### src/rtl/resync_pkg.sv
package resync_pkg;
  // Mode encodings; the values are part of the configuration contract
  typedef enum logic [1:0] {
    RSY_OFF     = 2'd0,
    RSY_RSVD    = 2'd1,
    RSY_CYCLES  = 2'd2,
    RSY_PACKETS = 2'd3
  } rsy_mode_e;

  localparam int unsigned RSY_INTERVAL_W   = 24;
  localparam int unsigned RSY_INTERVAL_RST = 128;
endpackage

### src/rtl/resync_src_sel.sv
module resync_src_sel
  import resync_pkg::*;
(
  input  logic       trace_on,
  input  logic       pkt_strobe,
  input  logic [1:0] mode,
  output logic       count_en,
  output logic       tick
);
  rsy_mode_e mode_e;

  always_comb begin
    mode_e   = rsy_mode_e'(mode);
    count_en = 1'b0;
    tick     = 1'b0;
    unique case (mode_e)
      RSY_CYCLES: begin
        count_en = trace_on;
        tick     = trace_on;
      end
      RSY_PACKETS: begin
        count_en = trace_on;
        tick     = trace_on & pkt_strobe;
      end
      default: begin
        count_en = 1'b0;
        tick     = 1'b0;
      end
    endcase
  end
endmodule

### src/rtl/resync_thr_shadow.sv
module resync_thr_shadow #(
  parameter int unsigned W       = 24,
  parameter int unsigned RST_VAL = 128
) (
  input  logic         clk,
  input  logic         rst_n,
  input  logic         trace_on,
  input  logic [W-1:0] cfg_interval,
  output logic [W-1:0] thr_q,
  output logic [W-1:0] thr_eff
);
  localparam logic [W-1:0] RST_THR = W'(RST_VAL);
  localparam logic [W-1:0] ONE     = {{(W-1){1'b0}}, 1'b1};

  logic         thr_en;
  logic [W-1:0] thr_d;

  always_comb begin
    thr_en = ~trace_on;
    thr_d  = cfg_interval;
  end

  always_ff @(posedge clk or negedge rst_n) begin
    if (!rst_n)      thr_q <= RST_THR;
    else if (thr_en) thr_q <= thr_d;
  end

  always_comb begin
    thr_eff = (thr_q == '0) ? ONE : thr_q;
  end
endmodule

### src/rtl/resync_counter.sv
module resync_counter #(
  parameter int unsigned W = 24
) (
  input  logic         clk,
  input  logic         rst_n,
  input  logic         count_en,
  input  logic         tick,
  input  logic [W-1:0] thr_eff,
  output logic [W-1:0] cnt_q,
  output logic         sync_q
);
  localparam logic [W-1:0] ONE = {{(W-1){1'b0}}, 1'b1};

  logic [W-1:0] cnt_inc;
  logic [W-1:0] cnt_d;
  logic         sync_d;
  logic         hit;

  always_comb begin
    cnt_inc = cnt_q + ONE;
    hit     = tick && (cnt_inc >= thr_eff);
    sync_d  = count_en && hit;
    if (!count_en)  cnt_d = '0;
    else if (hit)   cnt_d = '0;
    else if (tick)  cnt_d = cnt_inc;
    else            cnt_d = cnt_q;
  end

  always_ff @(posedge clk or negedge rst_n) begin
    if (!rst_n) begin
      cnt_q  <= '0;
      sync_q <= 1'b0;
    end else begin
      cnt_q  <= cnt_d;
      sync_q <= sync_d;
    end
  end
endmodule

### src/rtl/trace_resync_sched.sv
module trace_resync_sched
  import resync_pkg::*;
#(
  parameter int unsigned INTERVAL_W   = RSY_INTERVAL_W,
  parameter int unsigned INTERVAL_RST = RSY_INTERVAL_RST
) (
  input  logic                  clk,
  input  logic                  rst_n,
  input  logic                  trace_on,
  input  logic                  pkt_strobe,
  input  logic [1:0]            cfg_mode,
  input  logic [INTERVAL_W-1:0] cfg_interval,
  output logic                  sync_req
);
  logic                  count_en;
  logic                  tick;
  logic [INTERVAL_W-1:0] thr_q;
  logic [INTERVAL_W-1:0] thr_eff;
  logic [INTERVAL_W-1:0] cnt_q;

  resync_src_sel u_src (
    .trace_on   (trace_on),
    .pkt_strobe (pkt_strobe),
    .mode       (cfg_mode),
    .count_en   (count_en),
    .tick       (tick)
  );

  resync_thr_shadow #(.W(INTERVAL_W), .RST_VAL(INTERVAL_RST)) u_thr (
    .clk          (clk),
    .rst_n        (rst_n),
    .trace_on     (trace_on),
    .cfg_interval (cfg_interval),
    .thr_q        (thr_q),
    .thr_eff      (thr_eff)
  );

  resync_counter #(.W(INTERVAL_W)) u_cnt (
    .clk      (clk),
    .rst_n    (rst_n),
    .count_en (count_en),
    .tick     (tick),
    .thr_eff  (thr_eff),
    .cnt_q    (cnt_q),
    .sync_q   (sync_req)
  );
endmodule

### config.mk
export PLATFORM = sky130hd
export DESIGN_NAME = trace_resync_sched
export DESIGN_NICKNAME = d
export VERILOG_FILES = /design/src/rtl/resync_pkg.sv /design/src/rtl/resync_src_sel.sv /design/src/rtl/resync_thr_shadow.sv /design/src/rtl/resync_counter.sv /design/src/rtl/trace_resync_sched.sv
export SDC_FILE = /design/constraint.sdc
export NUM_CORES = 1
export LEC_CHECK = 0
export BUFFER_PORTS_ARGS = -buffer_cell sky130_fd_sc_hd__buf_2
export CAP_MARGIN = 5
export CORE_ASPECT_RATIO = 1.75
export CORE_MARGIN = 8
export CORE_UTILIZATION = 23
export DETAILED_ROUTE_END_ITERATION = 6
export GPL_ROUTABILITY_DRIVEN = 0
export GPL_TIMING_DRIVEN = 0
export SLEW_MARGIN = 15
export SYNTH_ARGS = -nofsm -noshare
export SYNTH_HDL_FRONTEND = slang
export SYNTH_SLANG_ARGS = --single-unit
export TNS_END_PERCENT = 30
### constraint.sdc
create_clock -name clk -period 3.5 [get_ports clk]
set_input_delay 0.525 -clock clk [delete_from_list [all_inputs] [get_ports clk]]
set_output_delay 0.525 -clock clk [all_outputs]
set_load 0.02 [all_outputs]
# --- Word-level counts from Yosys, hierarchy flattened ---
# Index checks and enable logic that the tools add are counted.
classes:
  add_sub_neg: 1
  order_cmp: 1
  n_eq_ne: 3
  muxes: 6
  n_bitwise: 1
  reduce_logical: 4
ops:
  columns: ["operator", "n"]
  rows:
  - ["$mux W24", 4]
  - ["$add A24 B1 Y24 const B", 1]
  - ["$ge A24 B24 Y1", 1]
  - ["$logic_not A24 Y1", 1]
  - ["$eq A2 B2 Y1 const B", 2]
  - ["$ne A3 B3 Y1 const B", 1]
  - ["$logic_and A1 B1 Y1", 2]
  - ["$pmux W1 S2", 1]
  - ["$reduce_or A2 Y1", 1]
  - ["$and A1 B1 Y1", 1]
  - ["$mux W1", 1]
totals:
  register_bits: 49
  input_bits: 30

# --- Longest topological paths before layout ---
logic_depth:
  word_depth: 6
  depth_mapped: 14

# --- By module ---
# From an unflattened synthesis, not the netlist that was laid out.
hier_totals:
  hier_cells: 345
  area_unflattened_um2: 3383.2
by_module_without_submodules:
  columns: ["module", "n_inst", "cells_each", "area_each_um2", "seq_area_each_um2"]
  rows:
  - ["resync_counter", 1, 259, 2212.1, 625.6]
  - ["resync_thr_shadow", 1, 83, 1139.8, 601.8]
  - ["resync_src_sel", 1, 3, 31.3, 0.0]

# --- Worst setup path after synthesis ---
# Ideal clock, no wire load.
synth_timing:
  path_type: "reg2reg"
  from: "reg u_cnt.cnt_q[3]"
  to: "reg u_cnt.cnt_q[11]"
  setup_time_ns: 0.121
  arrival_time_ns: 3.251
  setup_slack_ns: 0.128
  stages_incl_launch_ff: 14
  n_path_buf: 2
  period_less_slack_ns: 3.372
  cell_sequence: "dfrtp_1 > nand4_4 > or4_1 > clkbuf_2 > or3_1 > or2_0 > nand2_1 > ha_1 > nand4_1 > nor4_1 > a41o_1 > nor2_1 > clkbuf_1 > a22o_1"
synth_between:
  elab_chain_len: 5
synth_lines:
  columns: ["element", "line", "text"]
  rows:
  - ["from (decl)", "resync_counter.sv:9", "output logic [W-1:0] cnt_q,"]
  - ["from (signal assigned)", "resync_counter.sv:34", "cnt_q <= cnt_d;"]
  - ["$add A24 B1 Y24 *", "resync_counter.sv:20", "cnt_inc = cnt_q + ONE;"]
  - ["$ge A24 B24 Y1", "resync_counter.sv:21", "hit = tick && (cnt_inc >= thr_eff);"]
  - ["$logic_and A1 B1 Y1", "resync_counter.sv:21", null]
  - ["$mux W24", "resync_counter.sv:24", "else if (hit) cnt_d = '0;"]
  - ["$mux W24", "resync_counter.sv:23", "if (!count_en) cnt_d = '0;"]
# Every way passes the cells marked *; elsewhere a longest branch is shown, timed or not. The select of a mux whose other input is x is not followed.
# A chain may end at the register's enable or synchronous reset.

# --- Final worst setup path ---
layout_timing:
  from: "reg u_cnt.cnt_q[6]"
  to: "reg u_cnt.cnt_q[15]"
# Same word-level chain as after synthesis.

==> metrics.md <==
| Metric | Value |
|---|---|
| Root buffer cell | clkbuf_16 |
| Cts hold-fix bufs | 0 |
| Core Box Area | 0.01236 sq mm |
| Reg clk slew, reported paths | 0.06 ns |
| Critical-path cell list | nand4_4 -> or4_4 -> buf_6 -> or3_4 -> or2_4 -> nand2_2 -> ha_4 -> nand4_1 -> nor4_4 -> nand2_1 -> nand4b_1 -> nor2_2 -> buf_6 -> a22o_1 |
| Mapped Area | 0.002872 sq mm |
| Vias/cell | 4.548 |
| Largest net degree at the start of global routing | 50 |
| Clock latency on the worst-skew pair | 0.29 ns |
| Post-synth top area cell | dfrtp_1 |
| Peak Freq | 294.3 MHz |
| Vias in the first global route | 2,351 |
| Diodes inserted | 0 |
| Async set or reset register ratio after synthesis | 100.0% |
| Final hold vios | 0 |
| Crit path max-delay cell type | or4_4 |
| Period utilisation layout | 97.09% |
| Row Count | 54 |
| Hold Crit Class | in2async |
| DP Cell Count | 477 |
| Uppermost layer routed | met4 |
| Syn_nets | 335 |
| CP most frequent cell | buf_6 |
| CTS tree | yes |
| Num CTS Buffers | 5 |
| Delay-heaviest family, CP | simple AND/OR/NAND/NOR gates |
| Worst setup margin | 0.1018 ns |
| Antenna violations before repair | 0 |
| Area grow syn2layout | 26.88% |
| Num ports | 31 |
| Crit Path Class | reg2reg |
| Status | complete, no violations |
| First-pass GRT wire length | 11,410 microns |
| Port bufs | 29 |
| RSZ-0062 raised after global routing | no |
| Register bit total from synthesis | 49 |
| Yosys top cell area share | 41.83% |
| Avg Synthesized Cell Area | 10.26 sq um |
| Pre-CTS setup slack | -0.9022 ns |
| Critical path launch point type | flop |
| Power Density | 342.4 mW/mm^2 |
| Max incr delay on CP | 0.55 ns |
| Measured slew at the worst slew-check pin | 0.6398 ns |
| Final instance area | 0.003643 sq mm |
| Drt total wl | 7262 microns |
| Antenna-violating nets left | 0 |
| Synth area leaders | dfrtp_1 (42%), ha_1 (11%), mux2_2 (9.4%), a22o_1 (6.1%), inv_1 (3.5%) |
| Slew Viols, Final | 0 |
| Critical path capture point type | flop |
| Metal3 WL | 156 microns |
| First drt pass iteration count | 4 |
| Die H | 163.8 microns |
| Fraction of layout cells with a size suffix above 1 | 31.14% |
| Routed length per placed instance | 14.47 microns |
| DRC | 0 |
| H-tree levels | 2 |
| Routed wl met2 | 4127 microns |
| Final #Nets | 389 |
| Buffers & Inverters on Critical Path | 2 |
| Die area | 0.01646 sq mm |
| Initial Utilization | 23.22% |
| Fin cells | 502 |
| EDFF count, synth | 0 |
| Yosys warns | 0 |
| Die X | 100.5 microns |
| Max-Cap Viols | 0 |
| Peak VDD IR | 278.0 uV |
| Finish-stage setup viols | 0 |
| GRT Residual Overflow | 0 |
| Yosys cell types | 33 |
| Vias | 2,283 |
| Slew HR | 57.35% |
| Cells after Synth | 280 |
| Placed Area | 0.003227 sq mm |
| LEAKAGE | 0.001750 uW |
| DP Wirelength | 5219 microns |
| Tmin final | 3.398 ns |
| Clk_skew | 0.006042 ns |
| 1st-iter DRT viols | 58 |
| Fillers | 1,288 |
| GRT Util Overall | 8.859% |
| Data arrival, critical path | 3.57 ns |
| Crit Path Max Fanout | 10 |
| Top FF cell, synth | dfrtp_1 |
| WL met1 | 2698 microns |
| Critical Path RT | 3.67 ns |
| CTS Buffer Depth | 2 |
| Register area share after synthesis | 42.75% |
| Clock sink total | 49 |
## Yosys cell counts (2+ instances only)
master	n
nor3_1	4
xor2_1	8
or3_1	3
a211oi_1	5
xnor2_1	11
nand2_1	25
a22o_1	20
a21o_1	4
inv_1	27
nor2_1	14
a21oi_1	9
mux2_2	24
nand3_1	11
dfrtp_1	48
nand4_1	5
o21ai_0	3
ha_1	25
nand2b_1	4
o31ai_1	2
nor4_1	9
clkbuf_1	7
## metal layers
metal | GRT usage [%] | vias to the layer above
met5 | 0 | -
met4 | 5.744 | 0
met3 | 0.7216 | 19
met2 | 17.43 | 44
met1 | 8.431 | 1118
li1 | - | 1102
## report_power, final
part,switching (uW),internal [uW]
Combinational,70.8,65.2
Clock,209,281
Sequential,25.1,596
Total,305,943
## area by class of cell
type,count,area (sq um),area share (%)
timing repair buffer,47,282.8,7.761
multi-input combinational,196,1618,44.40
buffer,8,52.55,1.442
tap,168,210.2,5.769
inverter,27,101.3,2.782
sequential,49,1236,33.93
clock buffer,7,142.6,3.915
## worst paths after layout
| kind | startpoint | end | slack, ns | depth (start not counted) |
|---|---|---|---|---|
| max in group asynchronous | rst_n | u_cnt.cnt_q[9] | 2.79 | 1 |
| worst min register to register | u_cnt.cnt_q[22] | u_cnt.cnt_q[22] | 0.51 | 1 |
| worst max-delay path | u_cnt.cnt_q[6] | u_cnt.cnt_q[15] | 0.10 | 14 |
| min in group clk | cfg_interval[11] | u_thr.thr_q[11] | 0.46 | 2 |
| worst max register to register | u_cnt.cnt_q[6] | u_cnt.cnt_q[15] | 0.10 | 14 |
| worst min-delay path | rst_n | u_thr.thr_q[8] | 0.25 | 1 |
## cells by family after synthesis
logic type               Yosys count  share of synthesized area, %
AND/OR/NAND/NOR                   82                         14.55
AO/OA/AOI/OAI                     46                         11.98
buffers and inverters             35                         4.619
adder cells (fa/ha/maj)           25                         10.89
XOR/XNOR                          19                         5.795
flip-flops                        49                         42.75
multiplexers                      24                         9.412
## worst register-to-register path, stage by stage, from the launching register on
cell	delay, ns
dfrtp_1	0.41
nand4_4	0.14
or4_4	0.55
buf_6	0.15
or3_4	0.36
or2_4	0.26
nand2_2	0.08
ha_4	0.14
nand4_1	0.15
nor4_4	0.31
nand2_1	0.13
nand4b_1	0.15
nor2_2	0.07
buf_6	0.14
a22o_1	0.24
## metrics by stage
stage	utilization (%)	hold slack [ns]	setup TNS, ns	total power [uW]
CTS	28.47	0.4555	0	1259
global placement	26.10	0.4868	-19.04	756.0
detailed placement	26.10	0.4986	-19.68	762.3
floorplan	-	0.2294	0	704.2
global route	29.47	0.3134	0	1299
finish	29.47	0.2451	0	1248
## registers in the layout, summed over array words and instances, names as in the netlist
| name | flops |
|---|---|
| u_thr.thr_q | 24 |
| u_cnt.cnt_q | 24 |
| u_cnt.sync_q | 1 |
## layout by cell type, fill, tap and decap left out, types with 2 or more instances in the layout
| cell type | count |
|---|---|
| a211oi_1 | 4 |
| a21o_1 | 4 |
| a21oi_1 | 9 |
| a22o_1 | 20 |
| buf_2 | 28 |
| buf_4 | 19 |
| buf_6 | 3 |
| clkbuf_1 | 6 |
| clkbuf_16 | 5 |
| dfrtp_1 | 41 |
| dfrtp_2 | 7 |
| ha_1 | 24 |
| inv_1 | 27 |
| mux2_2 | 24 |
| nand2_1 | 24 |
| nand2b_1 | 4 |
| nand3_1 | 9 |
| nand4_1 | 5 |
| nor2_1 | 13 |
| nor3_1 | 2 |
| nor4_1 | 7 |
| nor4_4 | 2 |
| o21ai_0 | 3 |
| o31ai_1 | 2 |
| or3_1 | 2 |
| xnor2_1 | 11 |
| xor2_1 | 7 |
## repair_timing
item / CTS / global route
endpoints found under the hold margin: 0 / 0
pin swaps: 7 / 6
resized for setup: 20 / 19
buffers inserted: 9 / 9
setup endpoints to repair: 25 / 23
Note: power is estimated with default switching activity, not from simulation.
